**config.mk**
```make
export PLATFORM = sky130hd
export DESIGN_NAME = owt_triplet
export DESIGN_NICKNAME = d
export VERILOG_FILES = /design/src/rtl/owt_pkg.sv /design/src/rtl/owt_branch_pick.sv /design/src/rtl/owt_slot_timer.sv /design/src/rtl/owt_triplet.sv
export SDC_FILE = /design/constraint.sdc
export NUM_CORES = 1
export LEC_CHECK = 0
export CAP_MARGIN = 10
export CORE_MARGIN = 2
export CORE_UTILIZATION = 60
export DETAILED_ROUTE_END_ITERATION = 6
export DONT_BUFFER_PORTS = 1
export PLACE_DENSITY = 0.76
export SLEW_MARGIN = 15
export SYNTH_ARGS = -nofsm -noshare
export SYNTH_HDL_FRONTEND = slang
export SYNTH_HIERARCHICAL = 1
export SYNTH_SLANG_ARGS = --single-unit
```
**constraint.sdc**
```tcl
create_clock -name clk -period 2.05 [get_ports clk]
set_input_delay 0.1025 -clock clk [delete_from_list [all_inputs] [get_ports clk]]
set_output_delay 0.1025 -clock clk [all_outputs]
set_load 0.05 [all_outputs]
```
**src/rtl/owt_pkg.sv**
```systemverilog
package owt_pkg;

  typedef enum logic [1:0] {
    ST_IDLE   = 2'd0,
    ST_RD_TRU = 2'd1,
    ST_RD_INV = 2'd2,
    ST_WR_DIR = 2'd3
  } owt_state_e;

  // code returned when nobody answers or a slot times out
  localparam logic [2:0] CODE_ABSENT = 3'b011;

endpackage

```
**src/rtl/owt_branch_pick.sv**
```systemverilog
module owt_branch_pick (
  input  logic tru_i,
  input  logic inv_i,
  input  logic pref_i,
  output logic dir_o,
  output logic absent_o
);

  always_comb begin
    absent_o = tru_i & inv_i;
    // a single set bit forces the branch; two clear bits mean a conflict
    dir_o    = (tru_i ^ inv_i) ? tru_i : pref_i;
  end

endmodule

```
**src/rtl/owt_slot_timer.sv**
```systemverilog
module owt_slot_timer #(
  parameter int TIMEOUT_CYC = 16
) (
  input  logic clk,
  input  logic rst,
  input  logic run_i,
  input  logic restart_i,
  output logic expired_o
);

  localparam int CW = (TIMEOUT_CYC > 1) ? $clog2(TIMEOUT_CYC) : 1;
  localparam logic [CW-1:0] LIMIT = CW'(TIMEOUT_CYC - 1);

  logic [CW-1:0] cnt_q;

  always_ff @(posedge clk) begin
    if (rst || !run_i || restart_i) begin
      cnt_q <= '0;
    end else if (cnt_q != LIMIT) begin
      cnt_q <= cnt_q + 1'b1;
    end
  end

  assign expired_o = run_i && (cnt_q == LIMIT);

endmodule

```
**src/rtl/owt_triplet.sv**
```systemverilog
module owt_triplet #(
  parameter int TIMEOUT_CYC = 16
) (
  input  logic       clk,
  input  logic       rst,
  input  logic       start_i,
  input  logic       pref_dir_i,
  output logic       rd_req_o,
  input  logic       rd_done_i,
  input  logic       rd_bit_i,
  output logic       wr_req_o,
  input  logic       wr_done_i,
  output logic       wr_bit_o,
  output logic       busy_o,
  output logic       done_o,
  output logic       err_o,
  output logic [2:0] result_o
);

  import owt_pkg::*;

  owt_state_e state_q;
  logic       pref_q;
  logic       tru_q;
  logic       inv_q;
  logic       dir_q;
  logic       done_q;
  logic       err_q;
  logic [2:0] res_q;

  logic slot_ack;
  logic slot_exp;
  logic pick_dir;
  logic pick_absent;

  assign rd_req_o = (state_q == ST_RD_TRU) || (state_q == ST_RD_INV);
  assign wr_req_o = (state_q == ST_WR_DIR);
  assign slot_ack = (rd_req_o && rd_done_i) || (wr_req_o && wr_done_i);

  owt_slot_timer #(.TIMEOUT_CYC(TIMEOUT_CYC)) u_timer (
    .clk       (clk),
    .rst       (rst),
    .run_i     (state_q != ST_IDLE),
    .restart_i (slot_ack),
    .expired_o (slot_exp)
  );

  // the inverted bit is consumed straight off the bus strobe
  owt_branch_pick u_pick (
    .tru_i    (tru_q),
    .inv_i    (rd_bit_i),
    .pref_i   (pref_q),
    .dir_o    (pick_dir),
    .absent_o (pick_absent)
  );

  always_ff @(posedge clk) begin
    if (rst) begin
      state_q <= ST_IDLE;
      pref_q  <= 1'b0;
      tru_q   <= 1'b0;
      inv_q   <= 1'b0;
      dir_q   <= 1'b0;
      done_q  <= 1'b0;
      err_q   <= 1'b0;
      res_q   <= 3'b000;
    end else begin
      done_q <= 1'b0;
      unique case (state_q)
        ST_IDLE: begin
          if (start_i) begin
            pref_q  <= pref_dir_i;
            state_q <= ST_RD_TRU;
          end
        end
        ST_RD_TRU: begin
          if (rd_done_i) begin
            tru_q   <= rd_bit_i;
            state_q <= ST_RD_INV;
          end else if (slot_exp) begin
            res_q   <= CODE_ABSENT;
            err_q   <= 1'b1;
            done_q  <= 1'b1;
            state_q <= ST_IDLE;
          end
        end
        ST_RD_INV: begin
          if (rd_done_i) begin
            inv_q <= rd_bit_i;
            dir_q <= pick_dir;
            if (pick_absent) begin
              res_q   <= CODE_ABSENT;
              err_q   <= 1'b0;
              done_q  <= 1'b1;
              state_q <= ST_IDLE;
            end else begin
              state_q <= ST_WR_DIR;
            end
          end else if (slot_exp) begin
            res_q   <= CODE_ABSENT;
            err_q   <= 1'b1;
            done_q  <= 1'b1;
            state_q <= ST_IDLE;
          end
        end
        ST_WR_DIR: begin
          if (wr_done_i) begin
            res_q   <= {dir_q, inv_q, tru_q};
            err_q   <= 1'b0;
            done_q  <= 1'b1;
            state_q <= ST_IDLE;
          end else if (slot_exp) begin
            res_q   <= CODE_ABSENT;
            err_q   <= 1'b1;
            done_q  <= 1'b1;
            state_q <= ST_IDLE;
          end
        end
        default: state_q <= ST_IDLE;
      endcase
    end
  end

  assign wr_bit_o = dir_q;
  assign busy_o   = (state_q != ST_IDLE);
  assign done_o   = done_q;
  assign err_o    = err_q;
  assign result_o = res_q;

endmodule

```
Word level (Yosys, flattened, before mapping). Index checks and enable logic that the tools add are counted.

Bits in registers: 15. Latch bits: 0. RAM bits: 0. Bits in read-only memories: 0. Input bits: 7. Output and inout bits: 9. Word-level logic and storage cells: 61. Memories: 0.

$add $sub $neg: 1. Multipliers: 0. Div/mod/pow operators: 0. $lt $le $gt $ge: 0. Eq/ne operators: 8. Shifts and indexed selects: 0. Multiplexer cells: 26. Bitwise logic cells: 2. Reduce and logical (&&, ||, !) cells: 15.

Operator list (number): $mux 3 (5); $mux 2 (6); $mux 1 (11); $pmux 3 s3 (1); $pmux 2 s4 (1); $pmux 1 s3 (2); $reduce_and 2->1 (3); $add 4x1->4 const B (1); $eq 2x2->1 const B (2); $eq 4x4->1 const B (1); $logic_or 1x1->1 (4); $ne 2x2->1 const B (2); $ne 4x4->1 const B (1); $logic_and 1x1->1 (3); $ne 3x3->1 const B (1); $reduce_and 3->1 (1); $reduce_bool 3->1 (1); $eq 2x1->1 const B (1); $logic_not 2->1 (1); $reduce_bool 2->1 (1); $and 1x1->1 (1); $logic_not 1->1 (1); $xor 1x1->1 (1).

Logic depth before layout (Yosys ltp).
Depth in word-level cells: 5. Mapped depth: 9. Gate-level depth less buffers: 9.

Cells and area by module. The synthesis kept the hierarchy.

By module, submodules not included: owt_triplet (instances 1, cells an instance 81, area each 663.1 sq um, seq. area each 220.2 sq um); owt_slot_timer (instances 1, cells an instance 21, area each 224.0 sq um, seq. area each 80.1 sq um); owt_branch_pick (instances 1, cells an instance 2, area each 27.5 sq um, seq. area each 0.0 sq um).

Worst setup path after synthesis. Ideal clock, no wire load.

Path kind: reg-to-reg. Start point: register state_q[1]. End point: register done_q, in the netlist done_o. Library setup time: 0.091 ns. Arrival: 1.993 ns. Required time: 1.959 ns. Setup slack: -0.034 ns. Cell stages (with the launch flop): 10. Path buffers: 0. Clock period less this slack: 2.084 ns. Cells stage by stage: dfxtp_1 -> inv_1 -> ha_1 -> inv_1 -> inv_1 -> nor2_1 -> inv_1 -> nor2_1 -> o21ai_1 -> a311oi_1.

Cells in the longest elaborated chain, start to end: 5. Elaborated cells between the ends (all ways): 10. Classes of those cells: eq/ne: 3; mux: 5; reduce/logical: 2.

Ends and longest elaborated chain: start: declaration (line owt_triplet.sv:22) `owt_state_e state_q;`; start signal: assignment (line owt_triplet.sv:59) `state_q <= ST_IDLE;`; start signal: assignment (line owt_triplet.sv:73) `state_q <= ST_RD_TRU;`; start signal: assignment (line owt_triplet.sv:79) `state_q <= ST_RD_INV;`; $reduce_bool 2->1 (*); via busy_o (line owt_triplet.sv:14) `output logic busy_o,`; $logic_and 1x1->1 (*) (line owt_slot_timer.sv:24) `assign expired_o = run_i && (cnt_q == LIMIT);`; via slot_exp (line owt_triplet.sv:32) `logic slot_exp;`; $mux 1 (*) (line owt_triplet.sv:80, owt_triplet.sv:99, owt_triplet.sv:112); $mux 1 (on tied branches) (line owt_triplet.sv:107, owt_triplet.sv:77, owt_triplet.sv:88); $pmux 1 s3 (*) (line owt_triplet.sv:69) `unique case (state_q)`; end signal: assignment (line owt_triplet.sv:68) `done_q <= 1'b0;`; end signal: assignment (line owt_triplet.sv:83) `done_q <= 1'b1;`; end signal: assignment (line owt_triplet.sv:102) `done_q <= 1'b1;`; end: declaration (line owt_triplet.sv:27) `logic done_q;`.

The timed path passes the listed nets; every way through them passes the cells marked *. A chain may end at the register's enable or synchronous reset.

Final worst setup path.
Start point: register state_q[0]. End point: register done_q, in the netlist done_o.

Cells in the longest elaborated chain, start to end: 5. Elaborated cells between the ends (all ways): 10. Classes of those cells: eq/ne: 3; mux: 5; reduce/logical: 2.

Ends and longest elaborated chain: $reduce_bool 2->1 (*) (line owt_triplet.sv:43) `.run_i (state_q != ST_IDLE),`; $logic_and 1x1->1 (*) (line owt_slot_timer.sv:24); via slot_exp (line owt_triplet.sv:32); $mux 1 (*) (line owt_triplet.sv:80, owt_triplet.sv:99, owt_triplet.sv:112); $mux 1 (on tied branches) (line owt_triplet.sv:107, owt_triplet.sv:77, owt_triplet.sv:88); $pmux 1 s3 (*) (line owt_triplet.sv:69).

Marked as above.

==> metrics <==
outcome complete, no violations; DRT iter0 DRCs 21; maximum vdd drop approximately 0.43 mV; Synth Register Bits 15; postcts setup bufs 0; Fillers about 110; Post-Synthesis Cell Area around 910 sq um; Place WS 0.135 ns; placed inst area 967 sq um; Yosys cell types 36; Skew-Pair Late Insertion Delay approximately 0.27 ns; H-tree Lvls 1; Vias 850; Final Instance Area around 1100 sq um; sequential cell area fraction in the yosys report 0.328; final worst slack approximately 0.17 ns; routed wire length 1950 microns; FMAX ~530 MHz; final hold vios 0; DRC violations left 0; predominant post-synthesis flop cell dfxtp_1; CP arrival between 2 and 2.5 ns; hold crit path type primary input to flip-flop; crit share post-route 0.915; Post-Syn Instances 104; diodes inserted 0; Die Y around 43 microns; layout cells sized above 1 0.178; number of port buffers 0; Post-DRT Antenna Nets 0; vias per cell 6.34; TritonCTS Buffers 3; relative slew slack 0.610; worst-margin pin slew about 0.58 ns; area of the multi-input gates 576 sq um; WL per Instance 14.5 microns; largest net degree at the start of global routing 14; number of flops mapped to enable cells by yosys 0; Die W 43.0 microns; met3 Usage GRT 0.0511; synth warn 6; antenna violations before repair 0; Top Usage Layer GRT met2; CP endpoint kind flip-flop; register area 303 sq um; CTS Root Cell clkbuf_4; RSZ-0062 raised after global routing no; Max Clock Skew approximately 0.0022 ns; Synthesized Nets 119; Worst-path clk slew 0.08 ns; WS Path Type flip-flop to flip-flop; Syn Area/Cell around 8.8 sq um; post-layout min period 1.88 ns; CP startpoint kind flip-flop; worst path required time between 2 and 2.5 ns; final cell count without fillers 134; M2 GR Usage 0.385; vias in the first global route 768; DR pass1 iterations 4; Final #Nets 134; Cells after DPL 123; core box area ~1500 sq um; Rows 14; Final Wtd Congestion 0.898; I/O pins 16; Pleak 0.420 nW; final core utilization 0.724; DIE AREA 1850 sq um; max-slew violations 0; final setup violation count 0; hpwl dp 1430 microns; Max-Cap Viols 0; GR Util met1 0.316; Layout area overhead 16.6%; fraction of registers with async set/reset 0; grt total ovfl 0; Initial Utilization 0.622; CP max FO 7; CTS Buffer Depth 2; GRT Overall Usage 0.240; pwr/cell area 582 nW/um^2; Sink Count 15; CTS tree done; first-pass GRT wire length ~3400 microns; Fin Setup TNS 0 ns
cells in the final DEF (no fill, tap or decap), drive strengths merged, types with 2 or more instances in the layout:
cell,instances
nor2,7
dlygate4sd3,7
nand2,15
nand2b,3
mux2,2
dfxtp,15
clkbuf,4
a32oi,2
a31o,2
inv,5
a21oi,7
and4bb,3
ha,8
nand3,6
a31oi,2
o22ai,2
buf,6
o21ai,5
a311oi,4
through the flow:
stage / hold slack, ns / power [mW]
after floorplan: 0.220 / 0.428
after global placement: 0.174 / 0.448
after detailed placement: 0.176 / 0.452
after CTS: 0.0102 / 0.627
after global routing: 0.00477 / 0.661
final: 0.0211 / 0.620
worst paths after layout:
| check | from | to | slack (ns) | cells past startpoint |
|---|---|---|---|---|
| worst max-delay path | state_q[0]$_SDFFE_PP0P_ | done_o$_SDFF_PP0_ | 0.17 | 9 |
| worst min-delay path | start_i | pref_q$_SDFFE_PP0P_ | 0.02 | 3 |
| worst min register to register | pref_q$_SDFFE_PP0P_ | pref_q$_SDFFE_PP0P_ | 0.48 | 2 |
| worst max register to register | state_q[0]$_SDFFE_PP0P_ | done_o$_SDFF_PP0_ | 0.17 | 9 |
critical path, cell delays in order, from the launching register on:
cell and delay (ns):
dfxtp_2 0.39, inv_1 0.10, ha_1 0.31, clkinvlp_4 0.16
inv_1 0.06, nor2_1 0.23, inv_1 0.09, nor2_1 0.12
o21ai_1 0.08, a311oi_1 0.24
cell type report:
type | instances | share of cell area
Sequential cell | 15 | 0.284
Inverter | 6 | 0.0246
Clock buffer | 4 | 0.0246
Multi-Input combinational cell | 80 | 0.540
Tap cell | 16 | 0.0188
Timing Repair Buffer | 13 | 0.108
sequential cells by signal, indices dropped and copies added (netlist names):
name	count
done_o	1
err_o	1
inv_q	1
pref_q	1
result_o	3
state_q	2
tru_q	1
u_timer/cnt_q	4
wr_bit_o	1
per-layer routing:
layer / routed length [microns] / vias to the layer above / share of wire
met5: 0 / - / 0
met4: 36 / 0 / 0.018
met3: 181 / 8 / 0.093
met2: 845 / 40 / 0.43
met1: 884 / 383 / 0.45
li1: - / 419 / -
power by group:
| group | switching, mW | total [mW] | internal, mW |
|---|---|---|---|
| clock | 0.0837 | 0.159 | 0.0753 |
| sequential | 0.0124 | 0.316 | 0.303 |
| combinational | 0.0870 | 0.146 | 0.0587 |
| total | 0.183 | 0.620 | 0.437 |
logic make-up after synthesis:
family | Yosys count | synth area share
DFF | 15 | 0.328
and+or+nand+nor | 39 | 0.244
buffers and inverters | 9 | 0.0424
muxes | 2 | 0.0287
adders and majority gates | 8 | 0.109
AOI/OAI and AO/OA | 31 | 0.248
synth_stat cells (2+ instances only):
| master | count | area [sq um] |
|---|---|---|
| a21oi_1 | 7 | 35.0 |
| nand2b_1 | 3 | 18.8 |
| nor2_1 | 7 | 26.3 |
| ha_1 | 8 | 100 |
| nand2_1 | 14 | 52.6 |
| nand3_1 | 6 | 30.0 |
| inv_1 | 6 | 22.5 |
| a31oi_1 | 2 | 12.5 |
| a311oi_1 | 4 | 35.0 |
| o22ai_1 | 2 | 12.5 |
| a32oi_1 | 2 | 17.5 |
| dfxtp_1 | 15 | 300 |
| and4bb_2 | 2 | 25.0 |
| o21ai_1 | 3 | 15.0 |
| o21ai_0 | 2 | 10.0 |
what timing repair did:
item | in CTS | in global routing
hold buffers | 7 | 0
endpoints found under the hold margin | 10 | 0
endpoints found under the setup margin | 0 | 3
resized for setup | 0 | 2
(Power assumes the default switching activity.)
